==> src/rtl/flash_sts_pkg.sv <==
package flash_sts_pkg;
   typedef enum logic [1:0] {
      MODE_LEVEL = 2'b00,
      MODE_ERASE = 2'b01,
      MODE_PROG  = 2'b10,
      MODE_BOTH  = 2'b11
   } sts_mode_e;

   localparam int unsigned MODE_W = 2;
endpackage

==> src/rtl/sts_cfg_decoder.sv <==
module sts_cfg_decoder
   import flash_sts_pkg::*;
#(
   parameter int unsigned DATA_W   = 8,
   parameter logic [7:0]  CMD_BYTE = 8'hB8
) (
   input  logic              clk,
   input  logic              rst_n,
   input  logic              wr_en,
   input  logic [DATA_W-1:0] wr_data,
   output sts_mode_e         mode_o
);
   logic      armed_q;
   sts_mode_e mode_q;
   logic      is_cmd;

   generate
      if (DATA_W > 8) begin : g_wide
         assign is_cmd = (wr_data[7:0] == CMD_BYTE) && (wr_data[DATA_W-1:8] == '0);
      end else begin : g_byte
         assign is_cmd = (wr_data == CMD_BYTE[DATA_W-1:0]);
      end
   endgenerate

   always_ff @(posedge clk or negedge rst_n) begin
      if (!rst_n) begin
         armed_q <= 1'b0;
         mode_q  <= MODE_LEVEL;
      end else if (wr_en) begin
         if (!armed_q) begin
            armed_q <= is_cmd;
         end else begin
            armed_q <= 1'b0;
            if (!is_cmd) begin
               mode_q <= sts_mode_e'(wr_data[MODE_W-1:0]);
            end
         end
      end
   end

   assign mode_o = mode_q;
endmodule

==> src/rtl/sts_pulse_timer.sv <==
module sts_pulse_timer #(
   parameter int unsigned PULSE_CYC = 25,
   parameter int unsigned CNT_W     = 5
) (
   input  logic             clk,
   input  logic             rst_n,
   input  logic             trig,
   output logic [CNT_W-1:0] cnt_o,
   output logic             active_o
);
   logic [CNT_W-1:0] cnt_q;

   always_ff @(posedge clk or negedge rst_n) begin
      if (!rst_n) begin
         cnt_q <= '0;
      end else if (trig) begin
         cnt_q <= CNT_W'(PULSE_CYC);
      end else if (cnt_q != '0) begin
         cnt_q <= cnt_q - CNT_W'(1);
      end
   end

   assign cnt_o    = cnt_q;
   assign active_o = (cnt_q != '0);
endmodule

==> src/rtl/flash_status_pin_ctrl.sv <==
module flash_status_pin_ctrl
   import flash_sts_pkg::*;
#(
   parameter int unsigned DATA_W      = 8,
   parameter logic [7:0]  CMD_BYTE    = 8'hB8,
   parameter int unsigned CLK_FREQ_HZ = 100_000_000,
   parameter int unsigned PULSE_NS    = 250
) (
   input  logic              clk,
   input  logic              rst_n,
   input  logic              wr_en,
   input  logic [DATA_W-1:0] wr_data,
   input  logic              busy,
   input  logic              done_erase,
   input  logic              done_prog,
   output logic              status_n
);
   localparam longint unsigned PROD      = 64'(CLK_FREQ_HZ) * 64'(PULSE_NS);
   localparam longint unsigned NS_PER_S  = 64'd1_000_000_000;
   localparam int unsigned     PULSE_CYC = int'((PROD + NS_PER_S - 64'd1) / NS_PER_S);
   localparam int unsigned     CNT_W     = $clog2(PULSE_CYC + 1);

   generate
      if (DATA_W < MODE_W) begin : g_bad_width
         $error("DATA_W must hold the mode field");
      end
      if (PULSE_CYC < 1) begin : g_bad_pulse
         $error("pulse length rounds to zero cycles");
      end
   endgenerate

   sts_mode_e        mode_q;
   logic [CNT_W-1:0] cnt_q;
   logic             pulse_on;
   logic             trig;

   sts_cfg_decoder #(
      .DATA_W   (DATA_W),
      .CMD_BYTE (CMD_BYTE)
   ) u_dec (
      .clk     (clk),
      .rst_n   (rst_n),
      .wr_en   (wr_en),
      .wr_data (wr_data),
      .mode_o  (mode_q)
   );

   // bit 0 of the mode enables erase reporting, bit 1 program reporting
   assign trig = (done_erase & mode_q[0]) | (done_prog & mode_q[1]);

   sts_pulse_timer #(
      .PULSE_CYC (PULSE_CYC),
      .CNT_W     (CNT_W)
   ) u_tmr (
      .clk      (clk),
      .rst_n    (rst_n),
      .trig     (trig),
      .cnt_o    (cnt_q),
      .active_o (pulse_on)
   );

   assign status_n = ~(pulse_on | ((mode_q == MODE_LEVEL) & busy));
endmodule

==> config.mk <==
export PLATFORM = sky130hd
export DESIGN_NAME = flash_status_pin_ctrl
export DESIGN_NICKNAME = d
export VERILOG_FILES = /design/src/rtl/flash_sts_pkg.sv /design/src/rtl/sts_cfg_decoder.sv /design/src/rtl/sts_pulse_timer.sv /design/src/rtl/flash_status_pin_ctrl.sv
export SDC_FILE = /design/constraint.sdc
export NUM_CORES = 1
export LEC_CHECK = 0
export BUFFER_PORTS_ARGS = -buffer_cell sky130_fd_sc_hd__clkbuf_2
export CELL_PAD_IN_SITES_DETAIL_PLACEMENT = 0
export CELL_PAD_IN_SITES_GLOBAL_PLACEMENT = 2
export CORE_MARGIN = 2
export CORE_UTILIZATION = 29
export CTS_BUF_LIST = sky130_fd_sc_hd__clkbuf_16
export CTS_CLUSTER_DIAMETER = 200
export DETAILED_ROUTE_END_ITERATION = 8
export PLACE_DENSITY_LB_ADDON = 0.1
export SLEW_MARGIN = 20
export SYNTH_ARGS = -nofsm -noshare
export SYNTH_HDL_FRONTEND = slang
export SYNTH_HIERARCHICAL = 1
export SYNTH_SLANG_ARGS = --single-unit
==> constraint.sdc <==
create_clock -name clk -period 2.4 [get_ports clk]
set_input_delay 0.36 -clock clk [delete_from_list [all_inputs] [get_ports clk]]
set_output_delay 0.36 -clock clk [all_outputs]
set_load 0.01 [all_outputs]
==> impl_metrics.env, run 1 <==
export IMPL_drt_iter0_drc=0
export IMPL_gr_total_overflow=0
export IMPL_maxCapViolations=0
export IMPL_startpoint="u_tmr/cnt_o[0]$_DFFE_PN0P_"
export IMPL_dr_wl_met3_um=58
export IMPL_rsz0062_at_grt="false"
export IMPL_finalSetupViolCount=0
export IMPL_placed_cell_area_um2=522
export IMPL_finalSetupTns_ps=0
export IMPL_cp_max_fo=5
export IMPL_mappedNetlistArea_um2=443
export IMPL_routed_wl_um=886
export IMPL_cts_tree="yes"
export IMPL_dp_hpwl_um=737
export IMPL_grt_max_degree=9
export IMPL_clockRootBuffer="clkbuf_16"
export IMPL_fin_hold_ws_ps=381
export IMPL_routed_via_density=5.04
export IMPL_critPathSlowestCell="or4b_4"
export IMPL_wire_per_inst_um=11.5
export IMPL_path_buf_inv=2
export IMPL_power_leakage_nw=0.280
export IMPL_clk_latency_ps=230
export IMPL_yosysUniqueCellTypes=24
export IMPL_initial_core_util=0.301
export IMPL_layout_commonest_cell="clkbuf_2"
export IMPL_timing_rr_start="u_tmr/cnt_o[0]$_DFFE_PN0P_"
export IMPL_numCtsBuffers=3
export IMPL_num_vias=388
export IMPL_worstHoldStart="wr_data[0]"
export IMPL_worst_slack_ps=345
export IMPL_fillers=150
export IMPL_die_w_um=43.1
export IMPL_path_delay_family="simple AND/OR/NAND/NOR gates"
export IMPL_cts_sinks=8
export IMPL_max_stage_delay_ps=520
export IMPL_critPathArrivalTime_ps=1690
export IMPL_synth_avg_cell_area_um2=10.1
export IMPL_cts_htree_levels=1
export IMPL_wl_met2_um=468
export IMPL_synth_seq_cells=8
export IMPL_core_area_mm2=0.00147
export IMPL_drc_errors=0
export IMPL_ant_nets=0
export IMPL_antenna_found_initial=0
export IMPL_row_count=14
export IMPL_first_pass_iters=1
export IMPL_power_w=0.000472
export IMPL_die_area_mm2=0.00186
export IMPL_top_layer_used="met4"
export IMPL_fmax_ghz=0.487
export IMPL_outcome="completed"
export IMPL_insertedDiodeCount=0
export IMPL_final_cell_mix="clkbuf_2, dfrtp_1, nor2_1, inv_1"
export IMPL_place_gp_congestion=0.739
export IMPL_p_per_area_mw_per_mm2=778
export IMPL_critPathLaunchType="flop"
export IMPL_die_h_um=43.1
export IMPL_relSlewSlack=0.861
export IMPL_fin_crit_ps=2050
export IMPL_postLayoutCellArea_um2=607
export IMPL_grt_pass1_wl_mm=1.54
export IMPL_crit_type="reg2out"
export IMPL_slew_violations=0
export IMPL_dp_slack_ps=583
export IMPL_layout_nets=78
export IMPL_finalHoldViolCount=0
export IMPL_crit_required_ps=2040
export IMPL_clk_pin_slew_ps=40
export IMPL_syn_inst=44
export IMPL_syn_to_final_growth_pct=37.0
export IMPL_cts_resized=0
export IMPL_path_cells="inv_1 -> ha_1 -> or4b_4 -> a21oi_1 -> clkbuf_2"
export IMPL_num_io_pins=15
export IMPL_postCtsSetupRepairBufs=0
export IMPL_port_buffers=14
export IMPL_clockBufferDepth=2
export IMPL_ys_seq_area_frac=0.452
export IMPL_tightest_slew_ps=208
export IMPL_hold_path_class="in2reg"
export IMPL_r2r_slack_ps=860
export IMPL_skew_ps=0.871
export IMPL_yosysWarnings=6
export IMPL_grt_usage=0.117
export IMPL_grt_pass1_vias=385
export IMPL_drt_met1_wl_um=323
export IMPL_ir_drop_uv=349
export IMPL_fin_crit_sh=0.856
export IMPL_endpoint_kind="output port"
export IMPL_synth_nets=59
export IMPL_final_layout_size_suffix_gt1_frac=0.328
## flip-flops by register name, indices dropped and copies added, names as in the netlist
name	flops
u_dec/armed_q	1
u_dec/mode_o	2
u_tmr/cnt_o	5
## through the flow
stage,utilization,std cells
global route,0.412,77
global placement,0.355,73
CTS,0.412,77
floorplan,-,44
finish,0.412,77
detailed placement,0.355,73
## final cells by class
type                    count  area, um^2  share of cell area
inverters                   4        15.0              0.0247
clock buffers               3        75.1               0.124
multi-input cells          31         216               0.357
repair buffers             15        80.1               0.132
flip-flops and latches      8         200               0.330
well taps                  16        20.0              0.0330
## synth_stat cells
cell type / instances / area (um^2)
a21o_1: 1 / 7.51
or3_1: 1 / 6.26
nor3_1: 1 / 5.00
nor2b_1: 1 / 6.26
a211o_1: 1 / 8.76
nor2_1: 4 / 15.0
inv_1: 4 / 15.0
a211oi_2: 1 / 12.5
a22o_1: 1 / 8.76
a21oi_1: 2 / 10.0
a41oi_2: 1 / 16.3
and4bb_1: 1 / 12.5
nand2b_1: 3 / 18.8
dfrtp_1: 8 / 200
nand3_1: 2 / 10.0
or4b_4: 1 / 13.8
ha_1: 1 / 12.5
xnor2_1: 1 / 8.76
buf_6: 1 / 11.3
nand4_1: 1 / 6.26
o21ai_1: 3 / 15.0
nand2_1: 2 / 7.51
or2b_1: 1 / 7.51
nand3b_1: 1 / 7.51
## worst min-delay path: stages
cell	delay, ps
clkbuf_2	90
nand3_1	50
o21ai_1	60
## routing by layer
layer	vias to the layer above	GRT usage
met1	180	0.110
met2	15	0.194
met4	0	0.0909
met3	4	0.0511
li1	189	-
met5	-	0
## kinds of logic after synthesis
group | share of synthesized area
compound gates | 0.178
xor+xnor | 0.0198
flops | 0.452
simple gates | 0.263
fa+ha+maj | 0.0282
buf+inv | 0.0593
## path summary, 6_finish.rpt
kind                                               endpoint  cells past startpoint
worst max-delay path                               status_n                      5
worst min-delay path            u_dec/mode_o[0]$_DFFE_PN0P_                      3
worst max register to register   u_tmr/cnt_o[0]$_DFFE_PN0P_                      5
worst min register to register   u_tmr/cnt_o[4]$_DFFE_PN0P_                      1
max in group asynchronous        u_tmr/cnt_o[4]$_DFFE_PN0P_                      2
min in group asynchronous        u_tmr/cnt_o[0]$_DFFE_PN0P_                      2
## report_power, final
part | switching, W | internal, W | total, W
Clock | 0.0000575 | 0.000214 | 0.000272
Combinational | 0.0000227 | 0.0000249 | 0.0000476
Sequential | 0.00000781 | 0.000145 | 0.000153
## repair_timing
| action | 4_1_cts | 5_1_grt |
|---|---|---|
| hold buffers | 1 | 0 |
| setup endpoints to repair | 0 | 0 |
| hold endpoints to repair | 8 | 0 |
Note: power is estimated with default switching activity, not from simulation.
==> run 2, diff against run 1 <==
- CORE_UTILIZATION: 29 -> 27
- clock period: 2.4 -> 2.15 ns (I/O delays scaled with it)
==> run 2 against run 1 <==
Worst setup slack lost 240 ps. Design area unchanged. Clock power up 14%. Cell count unchanged. Combinational power increased by 9.7%. Flip-flop and latch count did not move. Sequential share of layout area unchanged. Register-to-register slack worse by 250 ps. Largest cell class unchanged. Largest power group unchanged.
==> impl_metrics.env, run 2 (synthesis gave the netlist of run 1 again) <==
export IMPL_outcome="completed"
export IMPL_p_clk_frac=0.581
export IMPL_place_gp_congestion=0.691
export IMPL_power_leakage_nw=0.280
export IMPL_final_layout_size_suffix_gt1_frac=0.328
export IMPL_critPathArrivalTime_ps=1720
export IMPL_maxCapViolations=0
export IMPL_power_frac_seq=0.321
export IMPL_ir_drop_uv=426
export IMPL_dp_hpwl_um=763
export IMPL_final_cell_mix="clkbuf_2, dfrtp_1, nor2_1, inv_1"
export IMPL_wire_per_inst_um=11.8
export IMPL_r2r_slack_ps=610
export IMPL_routed_via_density=5.06
export IMPL_clk_latency_ps=230
export IMPL_hold_path_class="in2reg"
export IMPL_cp_max_fo=5
export IMPL_layout_nets=78
export IMPL_finalSetupTns_ps=0
export IMPL_drc_errors=0
export IMPL_switching_share=0.196
export IMPL_port_buffers=14
export IMPL_tightest_slew_ps=212
export IMPL_die_h_um=44.5
export IMPL_first_pass_iters=3
export IMPL_critPathSlowestCell="or4b_4"
export IMPL_endpoint="status_n"
export IMPL_cts_htree_levels=1
export IMPL_p_int_w=0.000429
export IMPL_endpoint_kind="output port"
export IMPL_path_cells="inv_1 -> ha_1 -> or4b_4 -> a21oi_1 -> clkbuf_2"
export IMPL_largest_register_ff_count=5
export IMPL_layout_commonest_cell="clkbuf_2"
export IMPL_grt_pass1_vias=390
export IMPL_initial_core_util=0.291
export IMPL_multiInputGateArea_um2=216
export IMPL_routed_wl_um=909
export IMPL_slew_violations=0
export IMPL_crit_type="reg2out"
export IMPL_pwr_share_comb=0.098
export IMPL_fmax_ghz=0.488
export IMPL_p_per_area_mw_per_mm2=880
export IMPL_num_vias=390
export IMPL_clockRootBuffer="clkbuf_16"
export IMPL_fillers=155
export IMPL_r2r_end="u_tmr/cnt_o[0]$_DFFE_PN0P_"
export IMPL_die_w_um=44.5
export IMPL_reg2reg_depth=5
export IMPL_crit_required_ps=1830
export IMPL_gr_total_overflow=0
export IMPL_clk_pin_slew_ps=40
export IMPL_drt_iter0_drc=7
export IMPL_die_area_mm2=0.00198
export IMPL_finalSetupViolCount=0
export IMPL_postCtsSetupRepairBufs=0
export IMPL_relSlewSlack=0.859
export IMPL_row_count=14
export IMPL_worst_slack_ps=103
export IMPL_fin_crit_ps=2050
export IMPL_cts_tree="yes"
export IMPL_critPathLaunchType="flop"
export IMPL_grt_usage=0.118
export IMPL_insertedDiodeCount=0
export IMPL_grt_pass1_wl_mm=1.57
export IMPL_grt_max_degree=9
export IMPL_num_io_pins=15
export IMPL_fin_util=0.398
export IMPL_syn_to_final_growth_pct=37.0
export IMPL_ant_nets=0
export IMPL_clockBufferDepth=2
export IMPL_skew_ps=1.99
export IMPL_dp_slack_ps=351
export IMPL_p_sw_w=0.000105
export IMPL_timing_rr_start="u_tmr/cnt_o[0]$_DFFE_PN0P_"
export IMPL_regArea_um2=200
export IMPL_rsz0062_at_grt="false"
export IMPL_worstHoldStart="wr_data[0]"
export IMPL_core_area_mm2=0.00152
export IMPL_antenna_found_initial=0
export IMPL_fin_crit_sh=0.952
export IMPL_startpoint="u_tmr/cnt_o[0]$_DFFE_PN0P_"
export IMPL_cts_sinks=8
export IMPL_finalHoldViolCount=0
export IMPL_numCtsBuffers=3
export IMPL_max_stage_delay_ps=530
## run 2: cell counts in the layout (fill, tap and decap cells not counted)
No cell type changed its count.
## run 2: cell type report
type | instances | share of cell area
multi-input combinational | 31 | 0.357
sequential | 8 | 0.330
timing repair buffer | 15 | 0.132
clock buffer | 3 | 0.124
tap | 16 | 0.0330
inverter | 4 | 0.0247
## run 2: worst min path at each step
| stage | endpoint | cells past startpoint |
|---|---|---|
| after CTS | u_dec/mode_o[0]$_DFFE_PN0P_ | 3 |
| after global routing | u_dec/mode_o[0]$_DFFE_PN0P_ | 3 |
| final | u_dec/mode_o[0]$_DFFE_PN0P_ | 3 |
| after global placement | u_tmr/cnt_o[1]$_DFFE_PN0P_ | 1 |
| after floorplan | u_dec/armed_q$_DFFE_PN0P_ | 0 |
| after detailed placement | u_tmr/cnt_o[2]$_DFFE_PN0P_ | 1 |
## run 2: worst max-delay path: cells and delay by family (launching register included)
| kind | cells | cell delay, ps |
|---|---|---|
| DFF | 1 | 390 |
| adders and majority gates | 1 | 210 |
| AOI/OAI and AO/OA | 1 | 150 |
| and+or+nand+nor | 1 | 530 |
| buffers and inverters | 2 | 220 |
## run 2: timing repair
| item | 4_1_cts | 5_1_grt |
|---|---|---|
| gates resized for setup | 0 | 0 |
| endpoints found under the hold margin | 8 | 0 |
| hold buffers | 1 | 0 |
## run 2: per-layer routing
layer,GRT usage,vias up,share of wire
met5,0,-,0
met4,0.0970,0,0.042
met3,0.0490,5,0.065
met2,0.177,16,0.49
met1,0.128,178,0.41
li1,-,191,-
## run 2: metrics by stage
| stage | hold WS [ps] | std cells | instance area (um^2) | power [W] |
|---|---|---|---|---|
| 2_1_floorplan | 26.9 | 44 | 443 | 0.000201 |
| 3_3_place_gp | 178 | 73 | 522 | 0.000221 |
| 3_5_place_dp | 183 | 73 | 522 | 0.000225 |
| 4_1_cts | 329 | 77 | 607 | 0.000542 |
| 5_1_grt | 343 | 77 | 607 | 0.000561 |
| 6_report | 328 | 77 | 607 | 0.000534 |
## run 2: power by group through the flow
stage	Combinational, W	Sequential (W)	Clock [W]
after global routing	0.0000592	0.000173	0.000329
after floorplan	0.0000300	0.000171	0
final	0.0000522	0.000171	0.000310
after detailed placement	0.0000517	0.000173	0
after CTS	0.0000534	0.000171	0.000317
after global placement	0.0000489	0.000172	0
